==> src/rtl/usb_bulk_in_sched.sv <==
module usb_bulk_in_sched #(
  parameter int NS        = 4,
  parameter int DW        = 32,
  parameter int LW        = 16,
  parameter int PKT_BYTES = 1024,
  parameter int GUARD     = 12500,
  parameter int FLAG_LAT  = 2,
  localparam int AW  = (NS > 1) ? $clog2(NS) : 1,
  localparam int BPW = DW / 8,
  localparam int PB  = $clog2(PKT_BYTES),
  localparam int GW  = $clog2(GUARD + 1),
  localparam int SW  = $clog2(FLAG_LAT + 1)
) (
  input  logic             clk,
  input  logic             rst_n,
  input  logic [NS-1:0]    src_avail,
  input  logic [NS*DW-1:0] src_word,
  output logic [NS-1:0]    src_take,
  input  logic [NS*LW-1:0] xfer_bytes,
  output logic [AW-1:0]    ep_sel,
  input  logic             ep_full,
  output logic             ep_wr,
  output logic [DW-1:0]    ep_data,
  output logic             ep_commit
);

  typedef enum logic [1:0] {IDLE, SETTLE, MOVE} st_t;

  st_t           st;
  logic [AW-1:0] gnt, last, pick;
  logic [SW-1:0] wait_cnt;
  logic [LW-1:0] bcnt  [NS];
  logic [GW-1:0] guard [NS];
  logic [NS-1:0] zlp_pend, elig;
  logic          any, settled, last_w, pkt_done;
  logic [LW-1:0] len_g;
  logic [LW:0]   nb;

  always_comb
    for (int i = 0; i < NS; i++)
      elig[i] = (guard[i] == '0) && (zlp_pend[i] || src_avail[i]);

  always_comb begin
    any  = 1'b0;
    pick = last;
    for (int k = 1; k <= NS; k++)
      if (!any && elig[(int'(last) + k) % NS]) begin
        any  = 1'b1;
        pick = AW'((int'(last) + k) % NS);
      end
  end

  assign settled  = (st == SETTLE) && (wait_cnt == SW'(FLAG_LAT));
  assign len_g    = xfer_bytes[gnt*LW +: LW];
  assign nb       = {1'b0, bcnt[gnt]} + (LW+1)'(BPW);
  assign last_w   = nb >= {1'b0, len_g};
  assign pkt_done = nb[PB-1:0] == '0;

  assign ep_sel    = gnt;
  assign ep_wr     = (st == MOVE) && src_avail[gnt] && !ep_full;
  assign ep_data   = src_word[gnt*DW +: DW];
  assign ep_commit = (ep_wr && last_w && !pkt_done) ||
                     (settled && !ep_full && zlp_pend[gnt]);
  assign src_take  = ep_wr ? (NS'(1) << gnt) : '0;

  always_ff @(posedge clk) begin
    if (!rst_n) begin
      st       <= IDLE;
      gnt      <= '0;
      last     <= AW'(NS - 1);
      wait_cnt <= '0;
      zlp_pend <= '0;
      for (int i = 0; i < NS; i++) begin
        bcnt[i]  <= '0;
        guard[i] <= '0;
      end
    end else begin
      for (int i = 0; i < NS; i++)
        if (guard[i] != '0) guard[i] <= guard[i] - 1'b1;
      case (st)
        IDLE:
          if (any) begin
            gnt      <= pick;
            wait_cnt <= '0;
            st       <= SETTLE;
          end
        SETTLE:
          if (!settled) wait_cnt <= wait_cnt + 1'b1;
          else if (ep_full) begin
            last <= gnt;
            st   <= IDLE;
          end else if (zlp_pend[gnt]) begin
            zlp_pend[gnt] <= 1'b0;
            guard[gnt]    <= GW'(GUARD);
            last          <= gnt;
            st            <= IDLE;
          end else st <= MOVE;
        MOVE:
          if (ep_wr) begin
            if (last_w) begin
              bcnt[gnt] <= '0;
              if (pkt_done) zlp_pend[gnt] <= 1'b1;
              last <= gnt;
              st   <= IDLE;
            end else begin
              bcnt[gnt] <= nb[LW-1:0];
              if (pkt_done) begin
                last <= gnt;
                st   <= IDLE;
              end
            end
          end
        default: st <= IDLE;
      endcase
    end
  end

  p_flag_settled_r2: assert property (@(posedge clk) disable iff (!rst_n)
    (st == MOVE && $past(st) == SETTLE) |-> $past(wait_cnt) == SW'(FLAG_LAT));

  p_sel_held_r3: assert property (@(posedge clk) disable iff (!rst_n)
    (st == MOVE) |-> $stable(ep_sel));

  p_no_overrun_r4: assert property (@(posedge clk) disable iff (!rst_n)
    ep_wr |-> ({1'b0, bcnt[gnt]} < {1'b0, len_g}));

  p_zlp_at_boundary_r5: assert property (@(posedge clk) disable iff (!rst_n)
    (ep_commit && !ep_wr) |-> (bcnt[gnt] == '0));

  p_guard_loaded_r6: assert property (@(posedge clk) disable iff (!rst_n)
    (ep_commit && !ep_wr) |=> (guard[$past(gnt)] == GW'(GUARD)));

  p_guard_blocks_r6: assert property (@(posedge clk) disable iff (!rst_n)
    (ep_wr || ep_commit) |-> (guard[gnt] == '0));

endmodule

==> config.mk <==
export PLATFORM = sky130hd
export DESIGN_NAME = usb_bulk_in_sched
export DESIGN_NICKNAME = d
export VERILOG_FILES = /design/src/rtl/usb_bulk_in_sched.sv
export SDC_FILE = /design/constraint.sdc
export NUM_CORES = 1
export LEC_CHECK = 0
export BUFFER_PORTS_ARGS = -buffer_cell sky130_fd_sc_hd__buf_2
export CAP_MARGIN = 0
export CELL_PAD_IN_SITES_DETAIL_PLACEMENT = 2
export CELL_PAD_IN_SITES_GLOBAL_PLACEMENT = 2
export CORE_MARGIN = 2
export CORE_UTILIZATION = 32
export DETAILED_ROUTE_END_ITERATION = 6
export PLACE_DENSITY_LB_ADDON = 0.1
export RECOVER_POWER = 25
export SLEW_MARGIN = 20
export SYNTH_ARGS = -nofsm -noshare
export SYNTH_HDL_FRONTEND = slang
export SYNTH_SLANG_ARGS = --single-unit
==> constraint.sdc <==
create_clock -name clk -period 5.8 [get_ports clk]
set_clock_uncertainty 0.2 [all_clocks]
set_input_delay 0.58 -clock clk [delete_from_list [all_inputs] [get_ports clk]]
set_output_delay 0.58 -clock clk [all_outputs]
set_load 0.02 [all_outputs]
==> results of run 1 <==
routing by layer:
| metal | share of wire, % | wire length [um] | vias to the layer above |
|---|---|---|---|
| met5 | 0 | 0 | - |
| met4 | 1.0 | 268 | 0 |
| met3 | 4.4 | 1147 | 22 |
| met2 | 53 | 13790 | 156 |
| met1 | 42 | 11030 | 3369 |
| li1 | - | - | 3161 |
cells in the mapped netlist (all sizes together) (2+ instances only):
cell      n  area share, %
nor2    137            6.5
dfxtp    70             18
mux4     66             19
edfxtp   64             24
inv      52            2.5
o21ai    39            2.5
nand2    34            1.6
xnor2    30            3.3
ha       26            4.1
a21oi    22            1.4
clkbuf   19           0.91
xor2     18            2.0
buf      16            1.2
nor3     16            1.0
or3      15            1.2
nand3    12           0.82
nor4     11            1.2
nand2b    9           0.71
nand4     7           0.55
or2       6           0.47
mux2i     5           0.63
nand3b    5           0.47
o21a      5           0.58
or4       5           0.63
a211oi    4           0.38
o221a     4           0.57
mux2      3           0.42
nand4b    3           0.41
o31a      3           0.33
a21boi    2           0.19
a221oi    2           0.22
and2      2           0.16
and2b     2           0.19
and4      2           0.22
nor3b     2           0.19
o32a      2           0.25
cell usage in the layout, fill, tap and decap left out, types with 7 or more instances in the layout:
| cell | n |
|---|---|
| xor2_1 | 18 |
| a21oi_1 | 22 |
| nand2_1 | 34 |
| buf_2 | 210 |
| dfxtp_1 | 70 |
| nor2_1 | 136 |
| nand4_1 | 7 |
| nand2b_1 | 9 |
| o21ai_0 | 35 |
| mux4_2 | 66 |
| or3_1 | 14 |
| xnor2_1 | 30 |
| nand3_1 | 11 |
| nor3_1 | 16 |
| buf_4 | 8 |
| inv_1 | 52 |
| clkbuf_1 | 29 |
| nor4_1 | 10 |
| ha_1 | 26 |
| edfxtp_1 | 64 |
| clkbuf_16 | 17 |
cell type report:
cell class | instances | area share (%)
Tap cell | 324 | 4.032
Inverter | 52 | 1.941
Multi-Input combinational cell | 517 | 42.56
Sequential cell | 134 | 33.05
Clock buffer | 18 | 4.268
Clock inverter | 14 | 2.053
Timing Repair Buffer | 246 | 12.10
worst max-delay path: cells and delay by family (launching register included):
family	cells	cell delay, ns
xor gates and xnor gates	1	0.48
AOI/OAI and AO/OA	3	0.56
adders and majority gates	1	0.30
muxes	1	0.36
and+or+nand+nor	6	1.26
buffers and inverters	2	0.33
DFF	1	0.63
power breakdown:
part / switching, mW / internal [mW] / leakage [nW]
registers: 0.279 / 1.20 / 1.24
logic: 1.47 / 1.18 / 2.53
clock network: 0.432 / 0.760 / 0.311
registers in the layout, indices dropped and copies added, names as in the netlist, named ones only:
signal	count
bcnt	64
last	2
ep_sel	2
guard	56
wait_cnt	2
st	2
logic make-up (layout without fill, tap and decap cells):
kind of cell	Yosys count	count (layout)	share of synthesized area, %
AOI/OAI and AO/OA	95	95	7.602
DFF	134	134	41.72
muxes	74	74	19.71
adders and majority gates	26	26	4.084
and+or+nand+nor	274	274	17.04
buffers and inverters	87	330	4.570
xor gates and xnor gates	48	48	5.277
metrics by stage:
| stage | hold slack, ns | instances | cell area (um^2) | setup WS (ns) | util, % |
|---|---|---|---|---|---|
| floorplan | 0.2425 | 738 | 7966 | 1.603 | - |
| global placement | 0.2585 | 1273 | 9470 | 0.9243 | 38.83 |
| detailed placement | 0.2715 | 1273 | 9470 | 0.7572 | 38.83 |
| CTS | 0.2810 | 1305 | 10110 | 0.5433 | 41.43 |
| global route | 0.3113 | 1305 | 10050 | 0.2228 | 41.22 |
| finish | 0.2766 | 1305 | 10050 | 0.6602 | 41.22 |
how the worst min path moves through the flow:
stage / slack [ns] / to / cells past startpoint
after CTS: 0.28 / guard[3][3] / 2
final: 0.28 / guard[3][3] / 2
after floorplan: 0.24 / guard[3][3] / 2
after detailed placement: 0.27 / guard[3][3] / 2
after global placement: 0.26 / guard[3][3] / 2
after global routing: 0.31 / guard[3][3] / 2
==> run_results.csv, run 1 <==
group,metric,value,unit
cts,cts_made_buffers,17,
synthesis,synth_register_bits,134,
power,power.ir.vdd_worst,0.2220,mV
worst_setup_path,reg2reg_from,"ep_sel[0]",
cts,clkSlewWorstSetupHoldPaths,0.06,ns
floorplan,fp.dieH,161.8,um
min_path,hold_path_class,"reg2reg",
grt,gr-max-usage-layer,"met2",
cts,worst_skew_pair.late_latency,0.43,ns
worst_setup_path,cp_data_required_time,5.02,ns
worst_setup_path,regToRegEndpoint,"bcnt[1][0]",
synthesis,synth_nets,963,
layout,register_area,3323,um^2
status,violations,"max-capacitance violations, max-slew violations",
drt,drt-pass1-iter-count,4,
floorplan,placementRows,57,
cts,cts_tree,"done",
drt,via_per_inst,5.140,
sta,fmax,0.1946,GHz
grt,grt_antenna_before_repair,0,
power,total_power,5.321,mW
worst_setup_path,worstPathMaxFanout,9,
worst_setup_path,critical_path_launch_point_type,"flop",
grt,grt_util_met3,4.367,%
worst_setup_path,critPathMostFrequentCell,"nand3_1",
drt,vias,6708,
synthesis,synthCells,738,
power,p_leak,4.075,nW
worst_setup_path,timing.critical_path.cells,"mux4_2 > nand3_1 > nor3_1 > nand3_1 > xor2_1 > inv_1 > ha_1 > nand2_1 > o21ai_0 > nand2b_1 > o311ai_1 > nor2_2 > o31ai_1 > buf_2",
layout,final_nets,1193,
synthesis,postSynth.topFlopCell,"dfxtp_1",
sta,finalSetupViolCount,0,
grt,grt_first_pass_wirelength,41.38,mm
grt,globalRouteOverflowTotal,0,
worst_setup_path,critical-path-max-stage-delay,0.63,ns
grt,number_of_global_route_vias_before_repair,7545,
layout,antenna-diode-count,0,
sta,final.period_utilization,88.62,%
layout,number_of_fill_cells_in_the_layout,2703,
grt,globalRouteTotalUtil,20.40,%
worst_setup_path,setup.worst_path.class,"reg2out",
synthesis,synth.yosys.warnings,0,
cts,tritoncts_num_sinks,134,
sta,fin_tns_setup,0,ns
synthesis,synthesis.area_per_instance,10.79,um^2
power,power_per_cell_area,529.2,nW/um^2
floorplan,placeableCoreArea,24390,um^2
floorplan,ios,239,
drt,wl,26.23,mm
grt,grt_util_met2,36.63,%
status,status,"complete, but fails checks",
sta,hold_viol,0,
worst_setup_path,crit_path_end_kind,"output pin",
drt,final_antenna_net_count,0,
floorplan,floorplan.initialDensity,32.66,%
sta,period_minus_slack,5.140,ns
cts,cts_root_buffer,"clkbuf_16",
synthesis,synth-edff-count,64,
drt,detail_route.iter0.violations,297,
floorplan,die_area,26170,um^2
layout,multiInputGateArea,4279,um^2
synthesis,synth-seq-area-share,41.72,%
worst_setup_path,worstSetupEndpoint,"ep_commit",
cts,postCtsSetupBuffers,0,
floorplan,floorplan.die.width,161.8,um
sta,tightest_slew,1.840,ns
sta,worst_slew_margin_rel,-22.80,%
place,numPortBuffers,238,
grt,grt_max_degree,35,
worst_setup_path,reg2regPathDepth,11,
worst_setup_path,slowest_cell_on_the_critical_path,"dfxtp_1",
synthesis,post_synth_num_cell_types,69,
place,place_hpwl,19.98,mm
drt,wl_per_cell,20.10,um
sta,drv_slew,70,
drt,drcViolationCount,0,
min_path,min-delay-start,"guard[3][3]",
worst_setup_path,cp_data_arrival_time,4.36,ns
place,gp_congestion,0.7055,
cts,resized_cells_post_cts,0,
worst_setup_path,reg2reg_slack,0.73,ns
cts,max-clock-path-buffers,2,
sta,grt_setup_unrepaired,"no",
layout,final_layout_size_suffix_gt1_share,34.05,%
grt,grt_util_met1,25.22,%
cts,postCtsHoldBufs,0,
cts,htree_levels,4,
synthesis,synth.cell_area,7966,um^2
synthesis,async_reset_ff_share,0,%
flow_run,maxCapViolations,3,
layout,layout-area-overhead-vs-synth,26.21,%
Note: power is estimated with default switching activity, not from simulation.
==> inputs of run 2 (changes only) <==
==> constraint.sdc (replaced) <==
create_clock -name clk -period 5.8 [get_ports clk]
set_clock_uncertainty 0.2 [all_clocks]
set_input_delay 1.16 -clock clk [delete_from_list [all_inputs] [get_ports clk]]
set_output_delay 1.16 -clock clk [all_outputs]
set_load 0.02 [all_outputs]
==> run 2 against run 1 <==
Against the previous run: die area unchanged; cell count about the same; largest power group unchanged; sequential cell count unchanged; via count down 0.15%; the run now ends clean; critical path type unchanged; non-clock buffer count up 1; clock power down 17%; cell area about the same; sequential share of layout area about the same; global-route usage down 0.28 points; combinational power up 3%; wire length down 1.4%; worst hold slack worse by 0.0050 ns.
==> run_results.csv, run 2 (synthesis results as in run 1) <==
group,metric,value,unit
sta,tightest_slew,1.106,ns
worst_setup_path,setup.worst_path.class,"reg2out",
sta,drv_slew,0,
drt,drcViolationCount,0,
layout,layout_top_registers,"bcnt: 64 flops, guard: 56 flops",
worst_setup_path,slowest_cell_on_the_critical_path,"mux4_2",
status,status,"finished clean",
worst_setup_path,cp_data_arrival_time,4.09,ns
power,total_power,5.175,mW
layout,antenna-diode-count,0,
grt,globalRouteTotalUtil,20.12,%
floorplan,placementRows,57,
cts,cts_tree,"done",
layout,final_nets,1194,
cts,postCtsSetupBuffers,0,
power,switching_share,41.59,%
sta,layout_setup_ws,0.3545,ns
min_path,hold-path-endpoint,"guard[3][3]",
layout,largest_register_ff_count,64,
drt,wl_per_cell,19.81,um
layout,multiInputGateArea,4348,um^2
sta,hold_viol,0,
power,pwr-share-seq,28.0,%
layout,register_area,3328,um^2
floorplan,fp.dieH,161.8,um
drt,via_per_inst,5.129,
grt,grt_antenna_before_repair,0,
power,combinationalPowerShare,52.9,%
power,power_per_cell_area,514.4,nW/um^2
place,gp_congestion,0.7383,
min_path,min-delay-start,"guard[3][3]",
layout,number_of_fill_cells_in_the_layout,2691,
layout,post_route_insts_no_fill,1306,
place,numPortBuffers,238,
drt,final_antenna_net_count,0,
worst_setup_path,worst-path-buf-inv,3,
drt,vias,6698,
sta,final.hold.worst_slack,0.2716,ns
floorplan,placeableCoreArea,24390,um^2
power,net-switching-power,2.152,mW
flow_run,maxCapViolations,0,
worst_setup_path,regToRegEndpoint,"bcnt[1][10]",
floorplan,floorplan.initialDensity,32.66,%
grt,grt_first_pass_wirelength,40.74,mm
layout,commonest_non_fill_non_tap_cell_in_the_layout,"buf_2",
worst_setup_path,worstPathMaxFanout,16,
floorplan,ios,239,
min_path,min_path_cells,2,
drt,wl,25.87,mm
grt,globalRouteOverflowTotal,0,
sta,period_minus_slack,5.445,ns
power,p_leak,4.113,nW
sta,worst_slew_margin_rel,26.23,%
layout,layout-area-overhead-vs-synth,26.28,%
cts,cts_root_buffer,"clkbuf_16",
worst_setup_path,timing.critical_path.cells,"buf_6 > mux4_2 > ha_1 > nand3_1 > xor2_1 > inv_1 > ha_1 > a21oi_1 > o21ai_0 > o21a_1 > nor2_2 > o31ai_1 > buf_2",
layout,final_layout_size_suffix_gt1_share,37.37,%
sta,grt_setup_unrepaired,"no",
worst_setup_path,reg2regPathDepth,14,
sta,finalSetupViolCount,0,
worst_setup_path,reg2reg_slack,0.72,ns
worst_setup_path,cp_data_required_time,4.44,ns
floorplan,floorplan.die.width,161.8,um
grt,number_of_global_route_vias_before_repair,7485,
place,pre_cts_ws,0.5743,ns
cts,postCtsHoldBufs,0,
cts,worst_skew_pair.late_latency,0.42,ns
cts,tritoncts_num_sinks,134,
power,p_int,3.023,mW
min_path,hold_path_class,"reg2reg",
worst_setup_path,critical_path_launch_point_type,"flop",
cts,htree_levels,4,
sta,final.period_utilization,93.89,%
floorplan,die_area,26170,um^2
worst_setup_path,crit_path_end_kind,"output pin",
grt,grt_max_degree,38,
power,clock_power_share,19.1,%
cts,cts_made_buffers,17,
worst_setup_path,crit_family,"multiplexers",
layout,layout.cells.most_common_list,"buf_2 (233), nor2_1 (136), dfxtp_1 (68)",
worst_setup_path,critical-path-max-stage-delay,0.68,ns
layout,max_flop_register,"bcnt",
power,power.ir.vdd_worst,0.2245,mV
drt,detail_route.iter0.violations,275,
place,place_hpwl,20.08,mm
drt,drt-pass1-iter-count,4,
sta,fmax,0.1836,GHz
place,numPlacedInstances,1274,
cts,clkSlewWorstSetupHoldPaths,0.06,ns
cts,max-clock-path-buffers,2,
sta,fin_tns_setup,0,ns
worst_setup_path,critPathMostFrequentCell,"ha_1",
cts,resized_cells_post_cts,0,
==> run 2: worst max path at each step <==
stage               startpoint           to  slack, ns  depth (start not counted)
global route              flop    ep_commit       0.04                         15
floorplan                 flop    ep_commit       1.02                         15
finish                    flop    ep_commit       0.35                         13
CTS                       flop    ep_commit       0.09                         15
detailed placement        flop    ep_commit       0.57                         15
global placement          flop  bcnt[0][13]       0.59                         13
==> run 2: metrics by stage <==
stage | util [%] | instance area (um^2)
after floorplan | - | 7966
after global placement | 38.86 | 9478
after detailed placement | 38.86 | 9478
after CTS | 41.02 | 10000
after global routing | 41.24 | 10060
final | 41.24 | 10060
==> run 2: per-layer routing <==
metal	global-route usage, %	up-vias	share of wire [%]
met5	0	-	0
met4	4.264	0	0.89
met3	3.805	18	3.1
met2	35.51	134	53
met1	25.70	3381	43
li1	-	3165	-
==> run 2: power groups by stage <==
stage	combinational, mW	sequential [mW]	clock (mW)
2_1_floorplan	2.15	1.35	0
3_3_place_gp	2.69	1.46	0
3_5_place_dp	2.76	1.47	0
4_1_cts	2.78	1.45	1.02
5_1_grt	3.07	1.49	1.06
6_report	2.74	1.45	0.989
==> run 2: final cells by class <==
class,count,area share (%)
inverters,52,1.940
flip-flops and latches,134,33.08
multi-input cells,517,43.22
well taps,324,4.030
repair buffers,247,12.49
clock inverters,3,0.1617
clock buffers,29,5.075
==> run 2: tightest hold or removal path, cell delays in order, from the launching register on <==
cell and delay [ns]:
dfxtp_1 0.31, o41ai_1 0.06, a21oi_1 0.06
==> inputs of run 3 (changes only) <==
Clock period 5.8 ns to 5.2 ns, I/O delays scaled along.
==> run 3 against run 2 <==
Against the previous run: clock power grew 26%; count of clock-buffer cells in the layout is 7 lower; sequential share of layout area down 0.75 points; critical path type unchanged; non-clock buffer count is 18 higher; largest power group unchanged; total power increased by 17%; register-to-register slack worse by 0.02 ns.
==> run_results.csv, run 3 (synthesis results as in run 1) <==
group,metric,value,unit
layout,antenna-diode-count,0,
status,status,"finished clean",
sta,layout_setup_ws,0.2108,ns
floorplan,die_area,26170,um^2
power,power_per_cell_area,586.7,nW/um^2
place,numPortBuffers,238,
layout,register_area,3328,um^2
sta,tightest_slew,1.181,ns
worst_setup_path,critical_path_launch_point_type,"flop",
grt,number_of_global_route_vias_before_repair,7587,
grt,globalRouteTotalUtil,20.54,%
grt,grt_util_met3,3.703,%
power,total_power,6.039,mW
floorplan,ios,239,
sta,drv_slew,0,
cts,max-clock-path-buffers,2,
grt,grt_antenna_before_repair,0,
layout,number_of_fill_cells_in_the_layout,2707,
layout,layout.cells.most_common_list,"buf_2 (232), nor2_1 (135), dfxtp_1 (68)",
layout,commonest_non_fill_non_tap_cell_in_the_layout,"buf_2",
sta,period_minus_slack,4.989,ns
floorplan,floorplan.initialDensity,32.66,%
layout,layout_top_registers,"bcnt: 64 flops, guard: 56 flops",
cts,htree_levels,4,
cts,cts_made_buffers,17,
layout,multiInputGateArea,4358,um^2
grt,grt_first_pass_wirelength,42.03,mm
layout,layout-area-overhead-vs-synth,29.20,%
sta,fmax,0.2004,GHz
worst_setup_path,cp_data_required_time,3.96,ns
cts,worst_skew_pair.late_latency,0.43,ns
power,switching_share,41.27,%
place,place_hpwl,20.39,mm
cts,tritoncts_num_sinks,134,
grt,grt_max_degree,38,
floorplan,placementRows,57,
place,gp_congestion,0.7495,
layout,largest_register_ff_count,64,
floorplan,placeableCoreArea,24390,um^2
layout,final_nets,1212,
cts,cts_tree,"done",
grt,grt_util_met1,25.68,%
layout,post_route_insts_no_fill,1324,
grt,grt_util_met2,37.31,%
drt,wl,26.45,mm
worst_setup_path,crit_path_end_kind,"output pin",
worst_setup_path,worstPathMaxFanout,10,
layout,final_layout_size_suffix_gt1_share,39.40,%
cts,postCtsHoldBufs,0,
power,pwr-share-seq,26.7,%
power,p_leak,4.253,nW
sta,worst_slew_margin_rel,21.29,%
sta,final.period_utilization,95.95,%
drt,wl_per_cell,19.98,um
sta,grt_setup_unrepaired,"no",
cts,clkSlewWorstSetupHoldPaths,0.06,ns
drt,vias,6792,
min_path,hold_path_class,"reg2reg",
grt,gr-max-usage-layer,"met2",
drt,final_antenna_net_count,0,
worst_setup_path,cp_data_arrival_time,3.75,ns
flow_run,maxCapViolations,0,
power,power.ir.vdd_worst,0.2379,mV
power,clock_power_share,20.7,%
floorplan,floorplan.die.width,161.8,um
sta,finalSetupViolCount,0,
worst_setup_path,setup.worst_path.class,"reg2out",
sta,fin_tns_setup,0,ns
drt,drt-pass1-iter-count,4,
place,numPlacedInstances,1284,
floorplan,fp.dieH,161.8,um
power,p_int,3.546,mW
grt,globalRouteOverflowTotal,0,
power,combinationalPowerShare,52.6,%
drt,via_per_inst,5.130,
layout,max_flop_register,"bcnt",
drt,drcViolationCount,0,
power,net-switching-power,2.493,mW
cts,cts_root_buffer,"clkbuf_16",
place,pre_cts_ws,0.2681,ns
sta,hold_viol,0,
drt,detail_route.iter0.violations,350,
## run 3: changes by cell type in the layout (fill, tap and decap cells not counted), sizes merged
cell,change
buf,+17
clkbuf,-6
clkinv,+5
bufinv,+1
inv,+1
## run 3: worst paths after layout
check	slack, ns	start	to	depth (start not counted)
setup / recovery	0.21	flop	ep_commit	14
hold / removal	0.28	guard[1][3]	guard[1][3]	2
setup reg to reg	0.70	ep_sel[1]	bcnt[1][11]	7
hold reg to reg	0.28	guard[1][3]	guard[1][3]	2
## run 3: timing repair
item / CTS / global route
pin swaps: 0 / 2
resized for setup: 10 / 5
buffers inserted: 0 / 8
gates cloned: 0 / 0
endpoints found under the setup margin: 1 / 1
## run 3: worst max-delay path, stage by stage (launching register included)
cell and delay [ns]:
dfxtp_2 0.51, buf_4 0.19, mux4_2 0.30, ha_1 0.22
inv_1 0.05, or3_1 0.38, xor2_1 0.23, inv_1 0.08
ha_1 0.32, and4_1 0.19, o31a_1 0.13, o21a_1 0.15
nor2_4 0.08, o31ai_2 0.29, buf_4 0.20
## run 3: area by class of cell
| type | count | share of cell area, % |
|---|---|---|
| clock inverters | 10 | 0.8631 |
| multi-input cells | 517 | 42.34 |
| repair buffers | 265 | 13.59 |
| inverters | 52 | 1.896 |
| well taps | 324 | 3.939 |
| flip-flops and latches | 134 | 32.34 |
| clock buffers | 22 | 5.033 |
## run 3: power groups by stage
stage | clock network [mW] | registers, mW | logic, mW
final | 1.25 | 1.61 | 3.18
after global routing | 1.33 | 1.66 | 3.54
after CTS | 1.27 | 1.62 | 3.19
after detailed placement | 0 | 1.64 | 3.14
after global placement | 0 | 1.63 | 3.06
after floorplan | 0 | 1.50 | 2.40
## run 3: through the flow
stage	util, %	cell area (um^2)	hold slack (ns)
2_1_floorplan	-	7966	0.2425
3_3_place_gp	39.22	9565	0.2627
3_5_place_dp	39.22	9565	0.2772
4_1_cts	41.91	10220	0.2856
5_1_grt	42.20	10290	0.3055
6_report	42.20	10290	0.2828
## run 3: metal layers
layer  wire length [um]  part of all wire, %  vias up
met1              11210                   42     3440
met3                910                  3.4       13
met5                  0                    0        -
met4                167                 0.63        0
met2              14160                   54      144
li1                   -                    -     3195
